## src/rtl/bbc_pkg.sv

```systemverilog
package bbc_pkg;

    typedef enum logic [1:0] {
        STAT_IDLE = 2'b00,
        STAT_BUSY = 2'b01,
        STAT_OK   = 2'b10,
        STAT_ERR  = 2'b11
    } bbc_stat_e;

    typedef enum logic [1:0] {
        PH_ARB  = 2'b00,
        PH_XFER = 2'b01,
        PH_DONE = 2'b10
    } bbc_phase_e;

endpackage

```

## src/rtl/bbc_word_mux.sv

```systemverilog
module bbc_word_mux #(
    parameter int N  = 2,
    parameter int W  = 8,
    parameter int IW = 1
) (
    input  logic [N*W-1:0] flat_i,
    input  logic [IW-1:0]  idx_i,
    output logic [W-1:0]   word_o
);

    always_comb begin
        word_o = '0;
        for (int k = 0; k < N; k++) begin
            if (idx_i == IW'(k)) begin
                word_o = flat_i[k*W +: W];
            end
        end
    end

endmodule

```

## src/rtl/bbc_range_dec.sv

```systemverilog
module bbc_range_dec #(
    parameter int NS  = 2,
    parameter int AW  = 16,
    parameter int SIW = 1
) (
    input  logic [AW-1:0]    addr_i,
    input  logic [NS*AW-1:0] lo_i,
    input  logic [NS*AW-1:0] hi_i,
    output logic             hit_o,
    output logic [SIW-1:0]   idx_o
);

    logic [NS-1:0] match;

    // One inclusive window compare per slave
    for (genvar s = 0; s < NS; s++) begin : g_cmp
        assign match[s] = (addr_i >= lo_i[s*AW +: AW]) &&
                          (addr_i <= hi_i[s*AW +: AW]);
    end

    // Lowest-numbered matching slave wins on overlap
    always_comb begin
        hit_o = 1'b0;
        idx_o = '0;
        for (int s = NS - 1; s >= 0; s--) begin
            if (match[s]) begin
                hit_o = 1'b1;
                idx_o = SIW'(s);
            end
        end
    end

endmodule

```

## src/rtl/bbc_arbiter.sv

```systemverilog
module bbc_arbiter #(
    parameter int NM  = 2,
    parameter int MIW = 1
) (
    input  logic           clk,
    input  logic           rst_n,
    input  logic [NM-1:0]  req_i,
    input  logic           lock_valid_i,
    input  logic [MIW-1:0] lock_id_i,
    output logic           any_o,
    output logic [MIW-1:0] gnt_id_o
);

    logic lock_hit;

    assign lock_hit = lock_valid_i && req_i[lock_id_i];

    always_comb begin
        any_o    = |req_i;
        gnt_id_o = '0;
        if (lock_hit) begin
            gnt_id_o = lock_id_i;
        end else begin
            for (int k = NM - 1; k >= 0; k--) begin
                if (req_i[k]) begin
                    gnt_id_o = MIW'(k);
                end
            end
        end
    end

    // the grant always goes to a requesting master
    p_grant_requested_r7: assert property (@(posedge clk) disable iff (!rst_n)
        any_o |-> req_i[gnt_id_o]);

    // without a lock in force, no lower-numbered master is left waiting
    p_lowest_first_r7: assert property (@(posedge clk) disable iff (!rst_n)
        (any_o && !lock_hit) |->
            ((req_i & ((NM'(1) << gnt_id_o) - NM'(1))) == '0));

endmodule

```

## src/rtl/burst_bus_ctrl.sv

```systemverilog
module burst_bus_ctrl #(
    parameter int NM = 3,
    parameter int NS = 3,
    parameter int AW = 16,
    parameter int DW = 32,
    parameter int LW = 8
) (
    input  logic             clk,
    input  logic             rst_n,
    input  logic [NM-1:0]    m_req,
    input  logic [NM-1:0]    m_wr,
    input  logic [NM-1:0]    m_lock,
    input  logic [NM*AW-1:0] m_addr,
    input  logic [NM*LW-1:0] m_len,
    input  logic [NM*DW-1:0] m_wdata,
    output logic [NM*2-1:0]  m_status,
    output logic [NM-1:0]    m_beat,
    output logic [DW-1:0]    m_rdata,
    input  logic [NS*AW-1:0] slv_lo,
    input  logic [NS*AW-1:0] slv_hi,
    output logic [NS-1:0]    s_sel,
    output logic             s_wr,
    output logic [AW-1:0]    s_addr,
    output logic [DW-1:0]    s_wdata,
    input  logic [NS*DW-1:0] s_rdata,
    input  logic             d_req,
    input  logic             d_wr,
    input  logic [AW-1:0]    d_addr,
    input  logic [DW-1:0]    d_wdata,
    output logic [DW-1:0]    d_rdata,
    output logic             d_err,
    output logic [NS-1:0]    ds_sel,
    output logic             ds_wr,
    output logic [AW-1:0]    ds_addr,
    output logic [DW-1:0]    ds_wdata,
    input  logic [NS*DW-1:0] ds_rdata
);

    import bbc_pkg::*;

    localparam int MIW = (NM > 1) ? $clog2(NM) : 1;
    localparam int SIW = (NS > 1) ? $clog2(NS) : 1;

    typedef struct packed {
        bbc_phase_e     phase;
        logic [MIW-1:0] owner;
        logic [AW-1:0]  addr;
        logic [LW-1:0]  rem;
        logic [SIW-1:0] slv;
        logic           wr;
        logic           lock;
        logic           err;
        logic           lock_valid;
        logic [MIW-1:0] lock_id;
    } ctl_s;

    ctl_s r_d, r_q;

    logic           arb_any;
    logic [MIW-1:0] arb_id;
    logic [AW-1:0]  req_addr;
    logic [LW-1:0]  req_len;
    logic           start_hit;
    logic [SIW-1:0] start_idx;
    logic [AW-1:0]  cur_hi;
    logic [DW-1:0]  own_wdata;
    logic [DW-1:0]  slv_word;
    logic           dbg_hit;
    logic [SIW-1:0] dbg_idx;
    logic [DW-1:0]  dbg_word;
    logic           in_xfer;

    // Arbitration between masters
    bbc_arbiter #(.NM(NM), .MIW(MIW)) u_arb (
        .clk          (clk),
        .rst_n        (rst_n),
        .req_i        (m_req),
        .lock_valid_i (r_q.lock_valid),
        .lock_id_i    (r_q.lock_id),
        .any_o        (arb_any),
        .gnt_id_o     (arb_id)
    );

    // Fields of the winning request
    bbc_word_mux #(.N(NM), .W(AW), .IW(MIW)) u_mx_addr (
        .flat_i (m_addr), .idx_i (arb_id), .word_o (req_addr));
    bbc_word_mux #(.N(NM), .W(LW), .IW(MIW)) u_mx_len (
        .flat_i (m_len), .idx_i (arb_id), .word_o (req_len));

    // Owner's write word and current slave's last address
    bbc_word_mux #(.N(NM), .W(DW), .IW(MIW)) u_mx_wdata (
        .flat_i (m_wdata), .idx_i (r_q.owner), .word_o (own_wdata));
    bbc_word_mux #(.N(NS), .W(AW), .IW(SIW)) u_mx_hi (
        .flat_i (slv_hi), .idx_i (r_q.slv), .word_o (cur_hi));
    bbc_word_mux #(.N(NS), .W(DW), .IW(SIW)) u_mx_rd (
        .flat_i (s_rdata), .idx_i (r_q.slv), .word_o (slv_word));

    // Decode of the burst start address
    bbc_range_dec #(.NS(NS), .AW(AW), .SIW(SIW)) u_dec_bus (
        .addr_i (req_addr), .lo_i (slv_lo), .hi_i (slv_hi),
        .hit_o  (start_hit), .idx_o (start_idx));

    // Decode of the debug address
    bbc_range_dec #(.NS(NS), .AW(AW), .SIW(SIW)) u_dec_dbg (
        .addr_i (d_addr), .lo_i (slv_lo), .hi_i (slv_hi),
        .hit_o  (dbg_hit), .idx_o (dbg_idx));
    bbc_word_mux #(.N(NS), .W(DW), .IW(SIW)) u_mx_dbg (
        .flat_i (ds_rdata), .idx_i (dbg_idx), .word_o (dbg_word));

    // Next-state computation
    always_comb begin
        r_d = r_q;
        unique case (r_q.phase)
            PH_ARB: begin
                if (arb_any) begin
                    r_d.owner      = arb_id;
                    r_d.addr       = req_addr;
                    r_d.rem        = (req_len == '0) ? LW'(1) : req_len;
                    r_d.wr         = m_wr[arb_id];
                    r_d.lock       = m_lock[arb_id];
                    r_d.lock_valid = 1'b0;
                    r_d.slv        = start_idx;
                    if (start_hit) begin
                        r_d.phase = PH_XFER;
                        r_d.err   = 1'b0;
                    end else begin
                        r_d.phase = PH_DONE;
                        r_d.err   = 1'b1;
                    end
                end
            end
            PH_XFER: begin
                r_d.addr = r_q.addr + AW'(1);
                r_d.rem  = r_q.rem - LW'(1);
                if (r_q.rem == LW'(1)) begin
                    r_d.phase = PH_DONE;
                    r_d.err   = 1'b0;
                end else if (r_q.addr == cur_hi) begin
                    r_d.phase = PH_DONE;
                    r_d.err   = 1'b1;
                end
            end
            PH_DONE: begin
                r_d.phase      = PH_ARB;
                r_d.lock_valid = r_q.lock;
                r_d.lock_id    = r_q.owner;
            end
            default: r_d.phase = PH_ARB;
        endcase
    end

    always_ff @(posedge clk or negedge rst_n) begin
        if (!rst_n) begin
            r_q <= '0;
        end else begin
            r_q <= r_d;
        end
    end

    // Burst-side outputs
    assign in_xfer = (r_q.phase == PH_XFER);

    always_comb begin
        s_sel   = in_xfer ? (NS'(1) << r_q.slv) : '0;
        s_wr    = in_xfer && r_q.wr;
        s_addr  = r_q.addr;
        s_wdata = own_wdata;
        m_rdata = (in_xfer && !r_q.wr) ? slv_word : '0;
        for (int i = 0; i < NM; i++) begin
            m_beat[i] = in_xfer && (r_q.owner == MIW'(i));
            if (r_q.phase == PH_DONE && r_q.owner == MIW'(i)) begin
                m_status[2*i +: 2] = r_q.err ? STAT_ERR : STAT_OK;
            end else if (m_req[i]) begin
                m_status[2*i +: 2] = STAT_BUSY;
            end else begin
                m_status[2*i +: 2] = STAT_IDLE;
            end
        end
    end

    // Debug-side outputs, purely combinational
    always_comb begin
        ds_sel   = (d_req && dbg_hit) ? (NS'(1) << dbg_idx) : '0;
        ds_wr    = d_req && d_wr && dbg_hit;
        ds_addr  = d_addr;
        ds_wdata = d_wdata;
        d_rdata  = (d_req && dbg_hit && !d_wr) ? dbg_word : '0;
        d_err    = d_req && !dbg_hit;
    end

    // at most one slave selected on the burst side
    p_one_slave_r3: assert property (@(posedge clk) disable iff (!rst_n)
        $onehot0(s_sel));

    // at most one master sees a beat
    p_one_beat_r4: assert property (@(posedge clk) disable iff (!rst_n)
        $onehot0(m_beat));

    // back-to-back beats step the address by one
    p_addr_step_r4: assert property (@(posedge clk) disable iff (!rst_n)
        ((|s_sel) && $past(|s_sel)) |-> (s_addr == AW'($past(s_addr) + AW'(1))));

    // the result phase lasts a single cycle
    p_done_short_r12: assert property (@(posedge clk) disable iff (!rst_n)
        (r_q.phase == PH_DONE) |=> (r_q.phase == PH_ARB));

    // a debug miss touches no slave
    p_dbg_miss_r11: assert property (@(posedge clk) disable iff (!rst_n)
        (d_req && d_err) |-> ((ds_sel == '0) && !ds_wr));

endmodule

```

## config.mk

```make
export PLATFORM = sky130hd
export DESIGN_NAME = burst_bus_ctrl
export DESIGN_NICKNAME = d
export VERILOG_FILES = /design/src/rtl/bbc_pkg.sv /design/src/rtl/bbc_word_mux.sv /design/src/rtl/bbc_range_dec.sv /design/src/rtl/bbc_arbiter.sv /design/src/rtl/burst_bus_ctrl.sv
export SDC_FILE = /design/constraint.sdc
export NUM_CORES = 1
export LEC_CHECK = 0
export BUFFER_PORTS_ARGS = -buffer_cell sky130_fd_sc_hd__buf_2
export CAP_MARGIN = 15
export CORE_AREA = 4 4 271 273
export CTS_CLUSTER_DIAMETER = 30
export DETAILED_ROUTE_END_ITERATION = 10
export DIE_AREA = 0 0 275 277
export SLEW_MARGIN = 20
export SYNTH_ARGS = -nofsm -noshare
export SYNTH_HDL_FRONTEND = slang
export SYNTH_SLANG_ARGS = --single-unit
```

## constraint.sdc

```tcl
create_clock -name clk -period 8.8 [get_ports clk]
set_clock_uncertainty 0.2 [all_clocks]
set_input_delay 1.32 -clock clk [delete_from_list [all_inputs] [get_ports clk]]
set_output_delay 1.32 -clock clk [all_outputs]
set_load 0.005 [all_outputs]
```

==> flow_summary.json, run 1 <==
{
  "cts_setup_buffers": 0,
  "ys.flop_type": "dfrtp_1",
  "cp_slowest_cell": "nor3_4",
  "finalCoreUtilization_pct": 19.8,
  "critPathBufInv": 4,
  "hp-start": "r_q[4]",
  "cp.required_ps": 7280,
  "slew_headroom_pct": 38.6,
  "cts_made_buffers": 5,
  "holdPathStages": 2,
  "syn-num-nets": 2091,
  "fin_setup_tns_ps": 0,
  "first_pass_iters": 8,
  "rows": 98,
  "clock_path_buffers": 2,
  "path_max_fanout": 17,
  "wl_mm": 61.7,
  "insertion_delay_ps": 280,
  "synth_area_um2": 10100,
  "period_needed_ps": 6230,
  "finalWorstSetupSlack_ps": 2570,
  "worst_pin_slew_ps": 918,
  "syn_inst": 1379,
  "r2r_start": "r_q[2]",
  "dp.cells": 2849,
  "reg2reg_depth": 15,
  "path_clk_slew_ps": 60,
  "layout-drive-gt1-share_pct": 36.4,
  "track_usage_pct": 15.2,
  "crit_chain": "buf_2 -> inv_1 -> ha_1 -> nor3b_1 -> o21ai_0 -> a211oi_1 -> o31ai_1 -> o221ai_1 -> nor3_4 -> buf_8 -> a222oi_1 -> nor2_1 -> buf_2",
  "cts_resized": 0,
  "max_stage_delay_ps": 690,
  "start_util_pct": 14.3,
  "yosys.cell_types.count": 76,
  "cts_tree": "yes",
  "ant_nets": 0,
  "antenna_found_initial": 22,
  "clkSinkCount": 36,
  "synth.area.top_cells": "ha_1 (24%), dfrtp_1 (8.9%), mux2i_1 (7.9%), o21ai_0 (5.5%), nor2_1 (5.4%)",
  "drt_iter0_drc": 1177,
  "outcome": "complete, no violations",
  "cp-end-kind": "output pin",
  "power_uw": 2620,
  "io-pin-count": 695,
  "seq_area_frac_synth_pct": 8.88,
  "leakage_uw": 0.00717,
  "fin_cells": 2861,
  "max-cap-violations": 0,
  "avgViaCountPerCell": 4.45,
  "multi_input_area_um2": 8030,
  "hold_viol_final": 0,
  "cp-start-kind": "input pin",
  "drc_errors": 0,
  "route.vias.total": 12700,
  "routabilityCongestion": 1.00,
  "r2r_end": "r_q[3]",
  "core_um2": 71100,
  "crit_family": "compound AO/OA/AOI/OAI gates",
  "postSynthRegisterBits": 36,
  "yosysWarnings": 0,
  "setup_viol": 0,
  "synth_edf_count": 0,
  "overflow": 0,
  "detailedPlace.worstSlack_ps": 2270,
  "power_density_nw_per_um2": 186,
  "area_delta_synth_final_pct": 38.7,
  "die_h_um": 277,
  "nets": 2619,
  "rsz0062_at_grt": "false",
  "path_class": "input pin to output pin",
  "critPathMostFrequentCell": "buf_2",
  "finalCritPeriodShare_pct": 70.8,
  "wl_per_cell_um": 21.6,
  "die_w_um": 275,
  "synth_largest_area_cell": "ha_1",
  "grt_pass1_wl_mm": 85.1,
  "yosysMostFrequentCell": "ha_1",
  "grt_pass1_vias": 12300,
  "ys_top_cells_by_count": "ha_1 (195), nor2_1 (147), inv_1 (114)",
  "ir_drop_v": 0.0000931,
  "ys_async_sr_fraction_pct": 100,
  "dieArea_um2": 76200,
  "fmax_mhz": 160,
  "dpl.hpwl_mm": 54.4,
  "nFillCells": 8094,
  "hp-class": "register to register",
  "hold_path_end": "r_q[4]",
  "syn_area_per_cell_um2": 7.35,
  "grt_max_degree": 52,
  "h-tree-depth": 2,
  "portBuffers": 630,
  "ff2ff_setup_slack_ps": 3910,
  "yosys.area.top_type_share_pct": 24.1,
  "seqCellArea_um2": 905,
  "root_buffer": "clkbuf_16",
  "drv_slew": 0,
  "crit_arrival_ps": 4710,
  "cts_hold_buf": 0
}
layer usage:
layer  up-vias  part of all wire (%)  routed length (um)  GRT usage, %
li1       6107                     -                   -             -
met1      5843                    44               26900          20.5
met2       664                    42               25600          22.2
met3        97                    12                7320          6.52
met4        28                   2.7                1680          3.68
met5         -                  0.26                 159             0
registers in the layout (all words and copies together) (netlist names):
register	count
r_q	20
s_addr	16
report_power, final:
part / total, uW / switching [uW] / internal [uW]
sequential: 377 / 130 / 247
clock: 193 / 72.1 / 121
combinational: 2050 / 1280 / 772
total: 2620 / 1480 / 1140
per-stage QoR:
| step | cell area (um2) | hold WS (ps) |
|---|---|---|
| 2_1_floorplan | 10100 | 251 |
| 3_3_place_gp | 13900 | 269 |
| 3_5_place_dp | 13900 | 275 |
| 4_1_cts | 14000 | 288 |
| 5_1_grt | 14100 | 338 |
| 6_report | 14100 | 284 |
worst max-delay path by stage:
stage	cells after the start	endpoint	start	slack [ps]
global route	13	d_rdata[0]	d_addr[0]	2360
detailed placement	12	d_rdata[16]	d_addr[0]	2270
CTS	12	d_rdata[6]	d_addr[0]	2270
global placement	12	d_rdata[24]	d_addr[0]	2300
floorplan	12	d_rdata[10]	slv_hi[9]	3960
finish	13	d_rdata[24]	d_addr[0]	2570
worst reg2reg max path: stages (launching register included):
cell and delay [ps]:
dfrtp_1 390, a31oi_1 120, o211a_1 210, buf_4 220
nor2_1 740, nand2_1 110, nand2_1 570, ha_1 380
nand2_1 90, nor2_1 50, a2111oi_0 410, o21ai_0 260
o21a_1 270, o221ai_2 380, nor2_1 80, o32a_1 290
cell families (layout without fill, tap and decap cells):
kind of cell             after synthesis  after routing  synth area share, %
adder cells (fa/ha/maj)              195            195                 24.1
AO/OA/AOI/OAI                        414            414                 27.1
multiplexers                          85             85                 8.45
flip-flops                            36             36                 8.88
other                                  0              3                    0
buffers and inverters                248            777                 12.1
AND/OR/NAND/NOR                      385            385                 18.0
XOR/XNOR                              16             16                 1.38
cell type report:
| class | count | share of cell area (%) |
|---|---|---|
| inverters | 114 | 3.04 |
| flip-flops and latches | 36 | 6.43 |
| clock buffers | 8 | 1.11 |
| well taps | 950 | 8.45 |
| diodes | 3 | 0.0534 |
| repair buffers | 655 | 23.8 |
| multi-input cells | 1095 | 57.1 |
layout by cell type, fill, tap and decap left out, drive strengths merged, types with 30 or more instances in the layout:
cell type and count:
buf 655, o21ai 116, inv 114, dfrtp 36, ha 195, a21oi 110
a21o 30, mux2i 80, a222oi 32, nor2 147, nand4 30, nand2 94
No activity file was read; power rests on OpenSTA's default activity.
==> run 2, diff against run 1 <==
--- a/config.mk
+++ b/config.mk
@@ -5,6 +5,7 @@
 export SDC_FILE = /design/constraint.sdc
 export NUM_CORES = 1
 export LEC_CHECK = 0
+export ABC_AREA = 1
 export BUFFER_PORTS_ARGS = -buffer_cell sky130_fd_sc_hd__buf_2
 export CAP_MARGIN = 15
 export CORE_AREA = 4 4 271 273
==> constraint.sdc (replaced) <==
create_clock -name clk -period 6.1 [get_ports clk]
set_clock_uncertainty 0.2 [all_clocks]
set_input_delay 0.915 -clock clk [delete_from_list [all_inputs] [get_ports clk]]
set_output_delay 0.915 -clock clk [all_outputs]
set_load 0.005 [all_outputs]
==> run 2 against run 1 <==
Net effect: first-iteration DRC count down 31%; synthesized cell count up 38%; critical path depth up 2.
==> flow_summary.json, run 2 <==
{
  "outcome": "complete, no violations",
  "dp.cells": 3376,
  "postSynthRegisterBits": 36,
  "crit_chain": "buf_2 -> ha_1 -> nand2_1 -> nor2_1 -> nand2_1 -> nand2_1 -> nand2_1 -> nand2_1 -> nand2_1 -> nand2_1 -> nand2_2 -> nor2_8 -> nor2_1 -> nor2_1 -> buf_2",
  "worst_pin_slew_ps": 1010,
  "cp-start-kind": "input pin",
  "syn-num-nets": 2612,
  "portBuffers": 630,
  "finalCoreUtilization_pct": 20.9,
  "area_delta_synth_final_pct": 35.1,
  "yosysMostFrequentCell": "nand2_1",
  "power_uw": 4100,
  "die_w_um": 275,
  "fin_setup_tns_ps": 0,
  "final_cell_mix": "buf_2 (630), nand2_1 (628), inv_1 (245)",
  "track_usage_pct": 16.0,
  "dieArea_um2": 76200,
  "layout-drive-gt1-share_pct": 29.4,
  "crit_arrival_ps": 3620,
  "cts_hold_buf": 0,
  "syn_inst": 1900,
  "rows": 98,
  "cp-end-kind": "output pin",
  "yosys.cell_types.count": 42,
  "finalCritPeriodShare_pct": 77.6,
  "yosysWarnings": 0,
  "synth_largest_area_cell": "ha_1",
  "drv_slew": 0,
  "seq_area_frac_synth_pct": 8.20,
  "cp_slowest_cell": "nor2_8",
  "ys.flop_type": "dfrtp_1",
  "start_util_pct": 15.4,
  "ys_async_sr_fraction_pct": 100,
  "insertion_delay_ps": 290,
  "syn_area_per_cell_um2": 5.78,
  "io-pin-count": 695,
  "cts_tree": "yes",
  "cts_resized": 0,
  "cts_made_buffers": 5,
  "power_density_nw_per_um2": 276,
  "ir_drop_v": 0.000244,
  "startpoint": "d_addr[7]",
  "routabilityCongestion": 0.928,
  "h-tree-depth": 2,
  "antenna_found_initial": 15,
  "ys_top_cells_by_count": "nand2_1 (628), inv_1 (245), ha_1 (195)",
  "grt_pass1_vias": 13600,
  "synth_edf_count": 0,
  "die_h_um": 277,
  "r2r_start": "r_q[0]",
  "core_um2": 71100,
  "cts_setup_buffers": 0,
  "setup_viol": 0,
  "dpl.hpwl_mm": 56.6,
  "hp-class": "register to register",
  "grt_pass1_wl_mm": 89.9,
  "path_clk_slew_ps": 60,
  "cp.required_ps": 4980,
  "drt_iter0_drc": 812,
  "drc_errors": 0,
  "slew_headroom_pct": 32.7,
  "route.vias.total": 14200,
  "clock_path_buffers": 2,
  "synth_area_um2": 11000,
  "period_needed_ps": 4740,
  "fmax_mhz": 211,
  "regMostFlops": "r_q",
  "largest_register_ffs": 20,
  "whs_ps": 336,
  "overflow": 0,
  "fin_cells": 3392,
  "hp-start": "r_q[4]",
  "path_class": "input pin to output pin",
  "synth.area.top_cells": "ha_1 (22%), nand2_1 (21%), inv_1 (8.4%), dfrtp_1 (8.2%), nand3_1 (7.2%)",
  "layout_commonest_cell": "buf_2",
  "clkSinkCount": 36,
  "yosys.area.top_type_share_pct": 22.2,
  "hold_viol_final": 0,
  "rsz0062_at_grt": "false",
  "nets": 3145,
  "wl_per_cell_um": 19.1,
  "ant_nets": 0,
  "avgViaCountPerCell": 4.18,
  "nFillCells": 8236,
  "max-cap-violations": 0,
  "max_stage_delay_ps": 610,
  "wl_mm": 64.9,
  "first_pass_iters": 5,
  "path_max_fanout": 64,
  "leakage_uw": 0.00878,
  "critPathMostFrequentCell": "nand2_1",
  "grt_max_degree": 65,
  "root_buffer": "clkbuf_16"
}
==> run 2: logic make-up after synthesis <==
kind of cell / Yosys count / share of synthesized area, %
adder cells (fa/ha/maj): 195 / 22.2
XOR/XNOR: 14 / 1.18
AND/OR/NAND/NOR: 1024 / 39.2
AO/OA/AOI/OAI: 253 / 12.9
buffers and inverters: 378 / 16.3
flip-flops: 36 / 8.20
==> run 2: final cells by class <==
| cell class | instances | area (um2) | share of cell area [%] |
|---|---|---|---|
| multi-input cells | 1486 | 8310 | 56.0 |
| repair buffers | 651 | 3310 | 22.3 |
| well taps | 950 | 1190 | 8.01 |
| inverters | 253 | 953 | 6.42 |
| flip-flops and latches | 36 | 901 | 6.07 |
| clock buffers | 6 | 139 | 0.936 |
| diodes | 8 | 20.0 | 0.135 |
| clock inverters | 2 | 15.0 | 0.101 |
==> run 2: critical path: cells and delay by family <==
family / cells / cell delay (ps)
and+or+nand+nor: 12 / 2040
adders and majority gates: 1 / 310
buffers and inverters: 2 / 300
==> run 2: per-stage QoR <==
| step | cell area (um2) | setup WS, ps |
|---|---|---|
| global route | 14800 | 1080 |
| finish | 14800 | 1360 |
| CTS | 14800 | 1290 |
| detailed placement | 14700 | 1300 |
| floorplan | 11000 | 2550 |
| global placement | 14700 | 1320 |
==> run 2: power by group <==
group | switching [uW] | internal (uW) | total [uW]
logic | 2200 | 1120 | 3320
clock network | 109 | 163 | 271
registers | 152 | 360 | 512
==> run 2: path summary, 6_finish.rpt <==
| path | end | slack, ps | cells after the start |
|---|---|---|---|
| max in group asynchronous | s_addr[14] | 4530 | 1 |
| setup reg to reg | r_q[34] | 2030 | 21 |
| hold / removal | r_q[4] | 340 | 2 |
| min in group asynchronous | r_q[35] | 580 | 1 |
| setup / recovery | d_rdata[31] | 1360 | 15 |
| hold reg to reg | r_q[4] | 340 | 2 |
==> run 2: routing by layer <==
layer | track usage, % | part of all wire [%] | wire length (um)
met4 | 5.02 | 2.9 | 1870
met2 | 29.8 | 51 | 33000
met5 | 0 | 0.040 | 26
met1 | 18.2 | 39 | 25400
met3 | 2.88 | 7.2 | 4680
==> run 3, diff against run 2 <==
==> constraint.sdc (replaced) <==
create_clock -name clk -period 4.53 [get_ports clk]
set_clock_uncertainty 0.2 [all_clocks]
set_input_delay 0.6795 -clock clk [delete_from_list [all_inputs] [get_ports clk]]
set_output_delay 0.6795 -clock clk [all_outputs]
set_load 0.005 [all_outputs]
==> run 3 against run 2 <==
Net effect: via count grew 1.4%; highest routed layer unchanged; register-to-register slack worse by 1200 ps; largest cell class unchanged; utilization rose by 0.20 points.
==> flow_summary.json, run 3 (synthesis results as in run 2) <==
{
  "outcome": "complete, no violations",
  "wl_per_cell_um": 18.7,
  "cp-start-kind": "input pin",
  "clkSinkCount": 36,
  "setup_viol": 0,
  "start_util_pct": 15.4,
  "final_cell_mix": "buf_2 (630), nand2_1 (628), inv_1 (245)",
  "overflow": 0,
  "rsz0062_at_grt": "false",
  "cts_hold_buf": 0,
  "hp-class": "input pin to async pin",
  "nFillCells": 8232,
  "drc_errors": 0,
  "seqCellArea_um2": 901,
  "crit_arrival_ps": 3040,
  "path_clk_slew_ps": 60,
  "startpoint": "d_addr[14]",
  "root_buffer": "clkbuf_16",
  "insertion_delay_ps": 280,
  "grt_pass1_wl_mm": 88.8,
  "routabilityCongestion": 0.891,
  "cts_setup_buffers": 0,
  "dpl.hpwl_mm": 56.9,
  "hold_viol_final": 0,
  "r2r_start": "r_q[0]",
  "max-cap-violations": 0,
  "io-pin-count": 695,
  "die_w_um": 275,
  "grt_pass1_vias": 13800,
  "fmax_mhz": 255,
  "drt_iter0_drc": 563,
  "h-tree-depth": 2,
  "multi_input_area_um2": 8320,
  "antenna_found_initial": 64,
  "power_density_nw_per_um2": 363,
  "area_delta_synth_final_pct": 36.4,
  "first_pass_iters": 5,
  "route.vias.total": 14400,
  "finalCritPeriodShare_pct": 86.6,
  "path_max_fanout": 17,
  "cts_resized": 0,
  "drv_slew": 0,
  "die_h_um": 277,
  "whs_ps": 313,
  "regMostFlops": "r_q",
  "grt_max_degree": 38,
  "path_class": "input pin to output pin",
  "rows": 98,
  "layout_commonest_cell": "buf_2",
  "dieArea_um2": 76200,
  "layout-drive-gt1-share_pct": 29.7,
  "ir_drop_v": 0.000189,
  "cp.required_ps": 3650,
  "track_usage_pct": 15.8,
  "clock_path_buffers": 2,
  "worst_pin_slew_ps": 912,
  "wl_mm": 64.0,
  "portBuffers": 630,
  "ant_nets": 0,
  "avgViaCountPerCell": 4.21,
  "cp-end-kind": "output pin",
  "leakage_uw": 0.00884,
  "cts_made_buffers": 5,
  "period_needed_ps": 3920,
  "slew_headroom_pct": 39.2,
  "largest_register_ffs": 20,
  "cts_tree": "yes",
  "nets": 3156,
  "core_um2": 71100,
  "fin_setup_tns_ps": 0
}
-- run 3: cell types whose count changed in the layout (fill, tap and decap cells not counted), sizes merged --
cell | before | now
diode | 8 | 21
clkinvlp | 2 | 1
buf | 651 | 662
clkbuf | 6 | 7
-- run 3: final cells by class --
type	count	share of cell area, %
inverter	253	6.36
multi-input combinational	1486	55.5
tap	950	7.93
clock inverter	1	0.0501
clock buffer	7	0.952
sequential	36	6.01
antenna	21	0.351
timing repair buffer	662	22.8
-- run 3: metrics by stage --
| stage | utilization (%) | std cells | setup WS (ps) | power, uW | cell area [um2] |
|---|---|---|---|---|---|
| after CTS | 21.0 | 3395 | 543 | 5520 | 14900 |
| after global placement | 20.8 | 3387 | 409 | 5100 | 14800 |
| after global routing | 21.0 | 3403 | 331 | 6060 | 14900 |
| after floorplan | - | 1900 | 1290 | 3390 | 11000 |
| final | 21.1 | 3416 | 606 | 5440 | 15000 |
| after detailed placement | 20.8 | 3387 | 402 | 5140 | 14800 |
-- run 3: path summary, 6_finish.rpt --
| check | end | depth (start not counted) | slack (ps) |
|---|---|---|---|
| max | d_rdata[8] | 16 | 610 |
| min | r_q[5] | 1 | 310 |
| max reg2reg | r_q[34] | 21 | 820 |
| min reg2reg | r_q[4] | 2 | 320 |
| max in group asynchronous | s_addr[6] | 1 | 3220 |
| min in group clk | r_q[4] | 2 | 320 |
-- run 3: routing by layer --
layer | vias up | part of all wire (%) | GRT usage [%]
li1 | 7219 | - | -
met1 | 6450 | 35 | 15.6
met2 | 516 | 52 | 30.7
met3 | 134 | 10 | 5.88
met4 | 62 | 2.6 | 3.90
met5 | - | 0.57 | 0
-- run 3: critical path, stage by stage --
cell	delay [ps]
buf_2	170
ha_1	310
nand4_1	150
nor3_1	250
nand2_1	90
nand2_1	60
nand2_1	70
nand2_1	180
inv_2	60
nand2_2	300
buf_4	250
nand2_1	60
nand2_1	50
nor2_1	40
nor2_1	150
buf_2	140
-- run 3: where the power goes --
group | internal [uW] | switching, uW | total, uW
clock | 219 | 142 | 361
sequential | 485 | 206 | 691
combinational | 1530 | 2860 | 4390
total | 2240 | 3210 | 5440
